==> src/rtl/irq_seq_pkg.sv <==
package irq_seq_pkg;

  typedef enum logic [1:0] {
    SQ_IDLE,
    SQ_ENTRY,
    SQ_RETURN
  } seqState_t;

  // strobes from control to datapath, one set per cycle
  typedef struct packed {
    logic       swEn;      // software writes allowed this cycle
    logic       snap;      // capture pc and status
    logic       imfClr;
    logic       latchClr;  // clear accepted source
    logic       push;
    logic [1:0] pushSel;   // 0 status, 1 pc high, 2 pc low
    logic       vecRd;
    logic       vecLo;     // second vector byte
    logic       vecHiCap;
    logic       popRd;
    logic       popLoCap;
    logic       popHiCap;
    logic       entryFin;
    logic       retFin;
  } dpCtl_t;

endpackage

==> src/rtl/irq_seq_ctrl.sv <==
module irq_seq_ctrl
  import irq_seq_pkg::*;
#(
  parameter int NUM_SRC = 4,
  parameter int SRC_W   = 2
) (
  input  logic               clk,
  input  logic               rstN,
  input  logic               instrDone,
  input  logic               retStart,
  input  logic [NUM_SRC-1:0] eligible,
  output dpCtl_t             ctl,
  output logic [SRC_W-1:0]   srcIdx
);
  localparam logic [2:0] ENTRY_LAST = 3'd7;
  localparam logic [2:0] RET_LAST   = 3'd3;

  seqState_t        state;
  logic [2:0]       step;
  logic [SRC_W-1:0] pick;
  logic             acceptNow;

  always_comb begin
    pick = '0;
    for (int i = NUM_SRC - 1; i >= 0; i--) begin
      if (eligible[i]) pick = SRC_W'(i);
    end
  end

  assign acceptNow = instrDone && (|eligible);

  always_ff @(posedge clk) begin
    if (!rstN) begin
      state  <= SQ_IDLE;
      step   <= '0;
      srcIdx <= '0;
    end else begin
      case (state)
        SQ_IDLE: begin
          step <= '0;
          if (retStart) begin
            state <= SQ_RETURN;
          end else if (acceptNow) begin
            state  <= SQ_ENTRY;
            srcIdx <= pick;
          end
        end
        SQ_ENTRY: begin
          if (step == ENTRY_LAST) begin
            state <= SQ_IDLE;
            step  <= '0;
          end else begin
            step <= step + 3'd1;
          end
        end
        SQ_RETURN: begin
          if (step == RET_LAST) begin
            state <= SQ_IDLE;
            step  <= '0;
          end else begin
            step <= step + 3'd1;
          end
        end
        default: state <= SQ_IDLE;
      endcase
    end
  end

  always_comb begin
    ctl = '0;
    case (state)
      SQ_IDLE:  ctl.swEn = !(retStart || acceptNow);
      SQ_ENTRY: begin
        case (step)
          3'd0: begin ctl.snap = 1'b1; ctl.imfClr = 1'b1; end
          3'd1: ctl.latchClr = 1'b1;
          3'd2: begin ctl.push = 1'b1; ctl.pushSel = 2'd0; end
          3'd3: begin ctl.push = 1'b1; ctl.pushSel = 2'd1; end
          3'd4: begin ctl.push = 1'b1; ctl.pushSel = 2'd2; end
          3'd5: ctl.vecRd = 1'b1;
          3'd6: begin ctl.vecRd = 1'b1; ctl.vecLo = 1'b1; ctl.vecHiCap = 1'b1; end
          default: ctl.entryFin = 1'b1;
        endcase
      end
      SQ_RETURN: begin
        case (step)
          3'd0: ctl.popRd = 1'b1;
          3'd1: begin ctl.popRd = 1'b1; ctl.popLoCap = 1'b1; end
          3'd2: begin ctl.popRd = 1'b1; ctl.popHiCap = 1'b1; end
          default: ctl.retFin = 1'b1;
        endcase
      end
      default: ctl = '0;
    endcase
  end

endmodule

==> src/rtl/irq_seq_dp.sv <==
module irq_seq_dp
  import irq_seq_pkg::*;
#(
  parameter int                 NUM_SRC  = 4,
  parameter int                 SRC_W    = 2,
  parameter logic [15:0]        VEC_TOP  = 16'hFFF4,
  parameter logic [15:0]        SP_INIT  = 16'h00FF,
  parameter logic [NUM_SRC-1:0] NMI_MASK = NUM_SRC'(1)
) (
  input  logic               clk,
  input  logic               rstN,
  input  dpCtl_t             ctl,
  input  logic [SRC_W-1:0]   srcIdx,
  input  logic [NUM_SRC-1:0] reqIn,
  input  logic [NUM_SRC-1:0] latchClrSw,
  input  logic               imfWr,
  input  logic               imfWrVal,
  input  logic               spWr,
  input  logic [15:0]        spWrVal,
  input  logic [15:0]        pcIn,
  input  logic [6:0]         pswIn,
  input  logic [7:0]         memRdata,
  output logic [NUM_SRC-1:0] eligible,
  output logic [NUM_SRC-1:0] pend,
  output logic               imf,
  output logic [15:0]        sp,
  output logic [15:0]        memAddr,
  output logic               memWe,
  output logic               memRe,
  output logic [7:0]         memWdata,
  output logic               pcLoad,
  output logic [15:0]        pcOut,
  output logic               pswLoad,
  output logic [6:0]         pswOut,
  output logic               done
);
  logic [NUM_SRC-1:0] latchQ;
  logic [NUM_SRC-1:0] accMask;
  logic               imfQ;
  logic [15:0]        spQ;
  logic [15:0]        snapPc;
  logic [7:0]         snapStat;
  logic [7:0]         byteHold;
  logic [7:0]         popHi;
  logic [15:0]        vecAddr;

  assign accMask  = ctl.latchClr ? (NUM_SRC'(1) << srcIdx) : '0;
  assign eligible = latchQ & (imfQ ? {NUM_SRC{1'b1}} : NMI_MASK);
  assign vecAddr  = VEC_TOP - (16'(srcIdx) << 1) + 16'(ctl.vecLo);

  always_ff @(posedge clk) begin
    if (!rstN) begin
      latchQ   <= '0;
      imfQ     <= 1'b0;
      spQ      <= SP_INIT;
      snapPc   <= '0;
      snapStat <= '0;
      byteHold <= '0;
      popHi    <= '0;
    end else begin
      latchQ <= (latchQ & ~latchClrSw & ~accMask) | reqIn;
      if (ctl.swEn && imfWr)  imfQ <= imfWrVal;
      else if (ctl.imfClr)    imfQ <= 1'b0;
      else if (ctl.retFin)    imfQ <= memRdata[7];
      if (ctl.swEn && spWr)   spQ <= spWrVal;
      else if (ctl.push)      spQ <= spQ - 16'd1;
      else if (ctl.popRd)     spQ <= spQ + 16'd1;
      if (ctl.snap) begin
        snapPc   <= pcIn;
        snapStat <= {imfQ, pswIn};
      end
      if (ctl.vecHiCap || ctl.popLoCap) byteHold <= memRdata;
      if (ctl.popHiCap)                 popHi    <= memRdata;
    end
  end

  always_comb begin
    memAddr  = '0;
    memWdata = '0;
    if (ctl.push) begin
      memAddr = spQ;
      case (ctl.pushSel)
        2'd0:    memWdata = snapStat;
        2'd1:    memWdata = snapPc[15:8];
        default: memWdata = snapPc[7:0];
      endcase
    end else if (ctl.vecRd) begin
      memAddr = vecAddr;
    end else if (ctl.popRd) begin
      memAddr = spQ + 16'd1;
    end
  end

  assign memWe   = ctl.push;
  assign memRe   = ctl.vecRd | ctl.popRd;
  assign pcLoad  = ctl.entryFin | ctl.retFin;
  assign done    = ctl.entryFin | ctl.retFin;
  assign pcOut   = ctl.entryFin ? {byteHold, memRdata} :
                   ctl.retFin   ? {popHi, byteHold}    : 16'h0000;
  assign pswLoad = ctl.retFin;
  assign pswOut  = ctl.retFin ? memRdata[6:0] : 7'h00;
  assign pend    = latchQ;
  assign imf     = imfQ;
  assign sp      = spQ;

endmodule

==> src/rtl/irq_seq.sv <==
module irq_seq
  import irq_seq_pkg::*;
#(
  parameter int          NUM_SRC = 4,
  parameter logic [15:0] VEC_TOP = 16'hFFF4,
  parameter logic [15:0] SP_INIT = 16'h00FF
) (
  input  logic               clk,
  input  logic               rstN,
  input  logic [NUM_SRC-1:0] reqIn,
  input  logic [NUM_SRC-1:0] latchClr,
  input  logic               instrDone,
  input  logic               retStart,
  input  logic               imfWr,
  input  logic               imfWrVal,
  input  logic               spWr,
  input  logic [15:0]        spWrVal,
  input  logic [15:0]        pcIn,
  input  logic [6:0]         pswIn,
  input  logic [7:0]         memRdata,
  output logic [15:0]        memAddr,
  output logic               memWe,
  output logic               memRe,
  output logic [7:0]         memWdata,
  output logic               pcLoad,
  output logic [15:0]        pcOut,
  output logic               pswLoad,
  output logic [6:0]         pswOut,
  output logic               done,
  output logic               imf,
  output logic [15:0]        sp,
  output logic [NUM_SRC-1:0] pend
);
  localparam int SRC_W = (NUM_SRC > 1) ? $clog2(NUM_SRC) : 1;

  dpCtl_t             ctl;
  logic [SRC_W-1:0]   srcIdx;
  logic [NUM_SRC-1:0] eligible;

  irq_seq_ctrl #(.NUM_SRC(NUM_SRC), .SRC_W(SRC_W)) u_ctrl (
    .clk(clk), .rstN(rstN), .instrDone(instrDone), .retStart(retStart),
    .eligible(eligible), .ctl(ctl), .srcIdx(srcIdx)
  );

  irq_seq_dp #(
    .NUM_SRC(NUM_SRC), .SRC_W(SRC_W), .VEC_TOP(VEC_TOP), .SP_INIT(SP_INIT),
    .NMI_MASK(NUM_SRC'(1))
  ) u_dp (
    .clk(clk), .rstN(rstN), .ctl(ctl), .srcIdx(srcIdx), .reqIn(reqIn),
    .latchClrSw(latchClr), .imfWr(imfWr), .imfWrVal(imfWrVal), .spWr(spWr),
    .spWrVal(spWrVal), .pcIn(pcIn), .pswIn(pswIn), .memRdata(memRdata),
    .eligible(eligible), .pend(pend), .imf(imf), .sp(sp), .memAddr(memAddr),
    .memWe(memWe), .memRe(memRe), .memWdata(memWdata), .pcLoad(pcLoad),
    .pcOut(pcOut), .pswLoad(pswLoad), .pswOut(pswOut), .done(done)
  );

endmodule

==> config.mk <==
export PLATFORM = sky130hd
export DESIGN_NAME = irq_seq
export DESIGN_NICKNAME = d
export VERILOG_FILES = /design/src/rtl/irq_seq_pkg.sv /design/src/rtl/irq_seq_ctrl.sv /design/src/rtl/irq_seq_dp.sv /design/src/rtl/irq_seq.sv
export SDC_FILE = /design/constraint.sdc
export NUM_CORES = 1
export LEC_CHECK = 0
export BUFFER_PORTS_ARGS = -buffer_cell sky130_fd_sc_hd__buf_2
export CORE_ASPECT_RATIO = 1.1
export CORE_MARGIN = 3
export CORE_UTILIZATION = 30
export DETAILED_ROUTE_END_ITERATION = 12
export HOLD_SLACK_MARGIN = 0.02
export PLACE_DENSITY = 0.6
export SLEW_MARGIN = 10
export SYNTH_ARGS = -nofsm -noshare
export SYNTH_HDL_FRONTEND = slang
export SYNTH_SLANG_ARGS = --single-unit
==> constraint.sdc <==
create_clock -name clk -period 4.8 [get_ports clk]
set_input_delay 0.72 -clock clk [delete_from_list [all_inputs] [get_ports clk]]
set_output_delay 0.72 -clock clk [all_outputs]
set_load 0.02 [all_outputs]
==> results.txt <==
Dominant synthesized flop cell: dfxtp_1
Hold buffers post-CTS: 0
CTS buffer count: 9
Pleak: 2.22 nW
Antenna violations before repair: 0
Remaining Overflow, GRT: 0
Fin crit share: 83.3%
CP Data Arrival Time: 3280 ps
Detailed Route Iter0 Violations: 247
Pwr/cell area: 310 nW/um^2
Vias: 4,562
Post-synth top cells: nand2_1 (92), dfxtp_1 (68), clkbuf_1 (37), o21ai_0 (37), a21boi_0 (35)
Drt wl/cell: 15.3 microns
Postcts setup bufs: 0
Placer Congestion: 0.870
CP Capture Type: primary output
Status: finished clean
Post-synthesis register bit count: 68
Vias in the first global route: 4,310
Count leader, synth: nand2_1
Clock Skews: 6.05 ps
Dominant cell type by area after synthesis: dfxtp_1
Synth Area per Inst: 7.67 sq um
Root buffer cell: clkbuf_16
Slew @ Worst Pin: 1050 ps
Clk pin slew, worst setup/hold paths: 50 ps
Detailed placer's ending HPWL: 10.2 mm
First-pass GRT wire length: 21.8 mm
Antenna cells: 0
Synth Instances: 587
Worst hold slack: 459 ps
Fin crit period: 4000 ps
# port buffers: 134
NumNets Final: 770
Largest net degree at the start of global routing: 68
Die X-Extent: 123 microns
H-tree depth: 3
CP Data Required Time: 4080 ps
Fmax: 0.250 GHz
Sequential fraction of the synthesis area: 30.2%
Die height: 135 microns
Relative slew slack: 29.7%
Pwr Total: 1.72 mW
Crit path max fanout: 16
Worst-Skew Late Latency: 330 ps
Drt via density: 5.14
Ys Warns: 0
Layout Cells excl Fill: 887
Max Cap Viol: 0
Die area: 16,500 sq um
Initial Utilization: 30.9%
Final hold viol count: 0
Post-route ant nets: 0
RSZ-0062 raised after global routing: false
Placed cells: 871
Router iterations before antenna repair: 5
CTS Buffer Depth: 2
Final wirelength: 13.6 mm
Io pins: 135
# fillers: 1,552
DRC errors left: 0
# setup viols final: 0
Core ar.: 14,600 sq um
Largest cells by area after synthesis: dfxtp_1 (30%), nand2_1 (7.7%), a21boi_0 (5.8%)
Distinct cells, synth: 63
Post-Syn Area: 4500 sq um
Std cell rows: 46
Resized cells post-CTS: 0
Clock sinks: 68
CTS tree: done
Post-synth net total: 667
Count of pins over their slew limit: 0
Post-synth EDFFs: 0
Async set or reset register ratio after synthesis: 0%
Total GRT Usage: 16.5%
P&R area growth vs syn: 23.6%
Peak supply drop: 0.000183 V
Post-layout util: 38.2%
Setup TNS: 0 ps
Worst min-delay path class: register to register
CP Launch Type: register
Layout cell share with drive strength beyond 1: 24.7%
Top cell type's share of synthesized area: 30.2%
CP Class: register to primary output
## metal layers
metal  global-route usage, %  up-vias  share of wire (%)
met1                    20.4     2066                 43
li1                        -     2320                  -
met3                    3.44       17                6.9
met4                    5.91        0                2.0
met2                    28.1      159                 48
met5                       0        -                  0
## state kept, by name, summed over array words and instances, names as in the netlist
| register | flops |
|---|---|
| u_ctrl.step | 3 |
| u_dp.sp | 16 |
| u_dp.snapStat | 8 |
| u_dp.pend | 4 |
| u_ctrl.state | 2 |
| u_dp.byteHold | 8 |
| u_dp.snapPc | 16 |
| u_dp.popHi | 8 |
| u_dp.imf | 1 |
| u_ctrl.srcIdx | 2 |
## worst max-delay path, stage by stage, from the launching register on
cell and delay (ps):
dfxtp_1 420, inv_1 90, ha_1 370, or3_1 490, a21oi_1 190, buf_4 190
nor2b_1 790, a22o_1 240, buf_2 160
## kinds of logic (layout without fill, tap and decap cells)
| family | after synthesis | in the layout | share of synthesized area, % |
|---|---|---|---|
| xor+xnor | 12 | 12 | 2.33 |
| simple gates | 231 | 231 | 25.9 |
| mux | 12 | 12 | 2.67 |
| compound gates | 170 | 170 | 26.8 |
| fa+ha+maj | 18 | 18 | 5.00 |
| flops | 68 | 68 | 30.2 |
| buf+inv | 76 | 184 | 7.00 |
## per-stage QoR
stage	worst slack, ps	cell area (sq um)
2_1_floorplan	1820	4500
3_3_place_gp	1270	5250
3_5_place_dp	1160	5250
4_1_cts	784	5570
5_1_grt	499	5570
6_report	801	5570
## where the power goes
group	switching [mW]	total, mW	internal (mW)
Sequential	0.0539	0.646	0.592
Combinational	0.221	0.360	0.139
Clock	0.250	0.718	0.469
## cell usage in the layout, fill, tap and decap left out, types with 10 or more instances in the layout
cell type / synthesis / final
a21boi_0: 35 / 35
a21oi_1: 18 / 18
a22o_1: 20 / 20
and2_1: 10 / 10
buf_2: 7 / 134
dfxtp_1: 68 / 68
ha_1: 18 / 18
inv_1: 27 / 27
mux2i_1: 12 / 12
nand2_1: 92 / 92
nand3_1: 32 / 32
nand4_1: 14 / 14
nor2_1: 17 / 17
nor2b_1: 11 / 11
o211ai_1: 13 / 13
o21ai_0: 37 / 37
## path summary, 6_finish.rpt
path,from,to,slack (ps),cells past startpoint
setup / recovery,u_ctrl.step[0],pcOut[14],800,8
hold / removal,u_dp.snapPc[12],u_dp.snapPc[12],460,2
setup reg to reg,u_ctrl.state[1],u_dp.sp[1],1670,7
hold reg to reg,u_dp.snapPc[12],u_dp.snapPc[12],460,2
## cell type report
type                            instances  area [sq um]  area share (%)
Clock buffer                           12           246            4.43
Clock inverter                          4          72.6            1.30
Inverter                               28           105            1.89
Multi-Input combinational cell        443          2830            50.8
Sequential cell                        68          1360            24.4
Tap cell                              192           240            4.31
Timing Repair Buffer                  140           716            12.9
(Power assumes the default switching activity.)
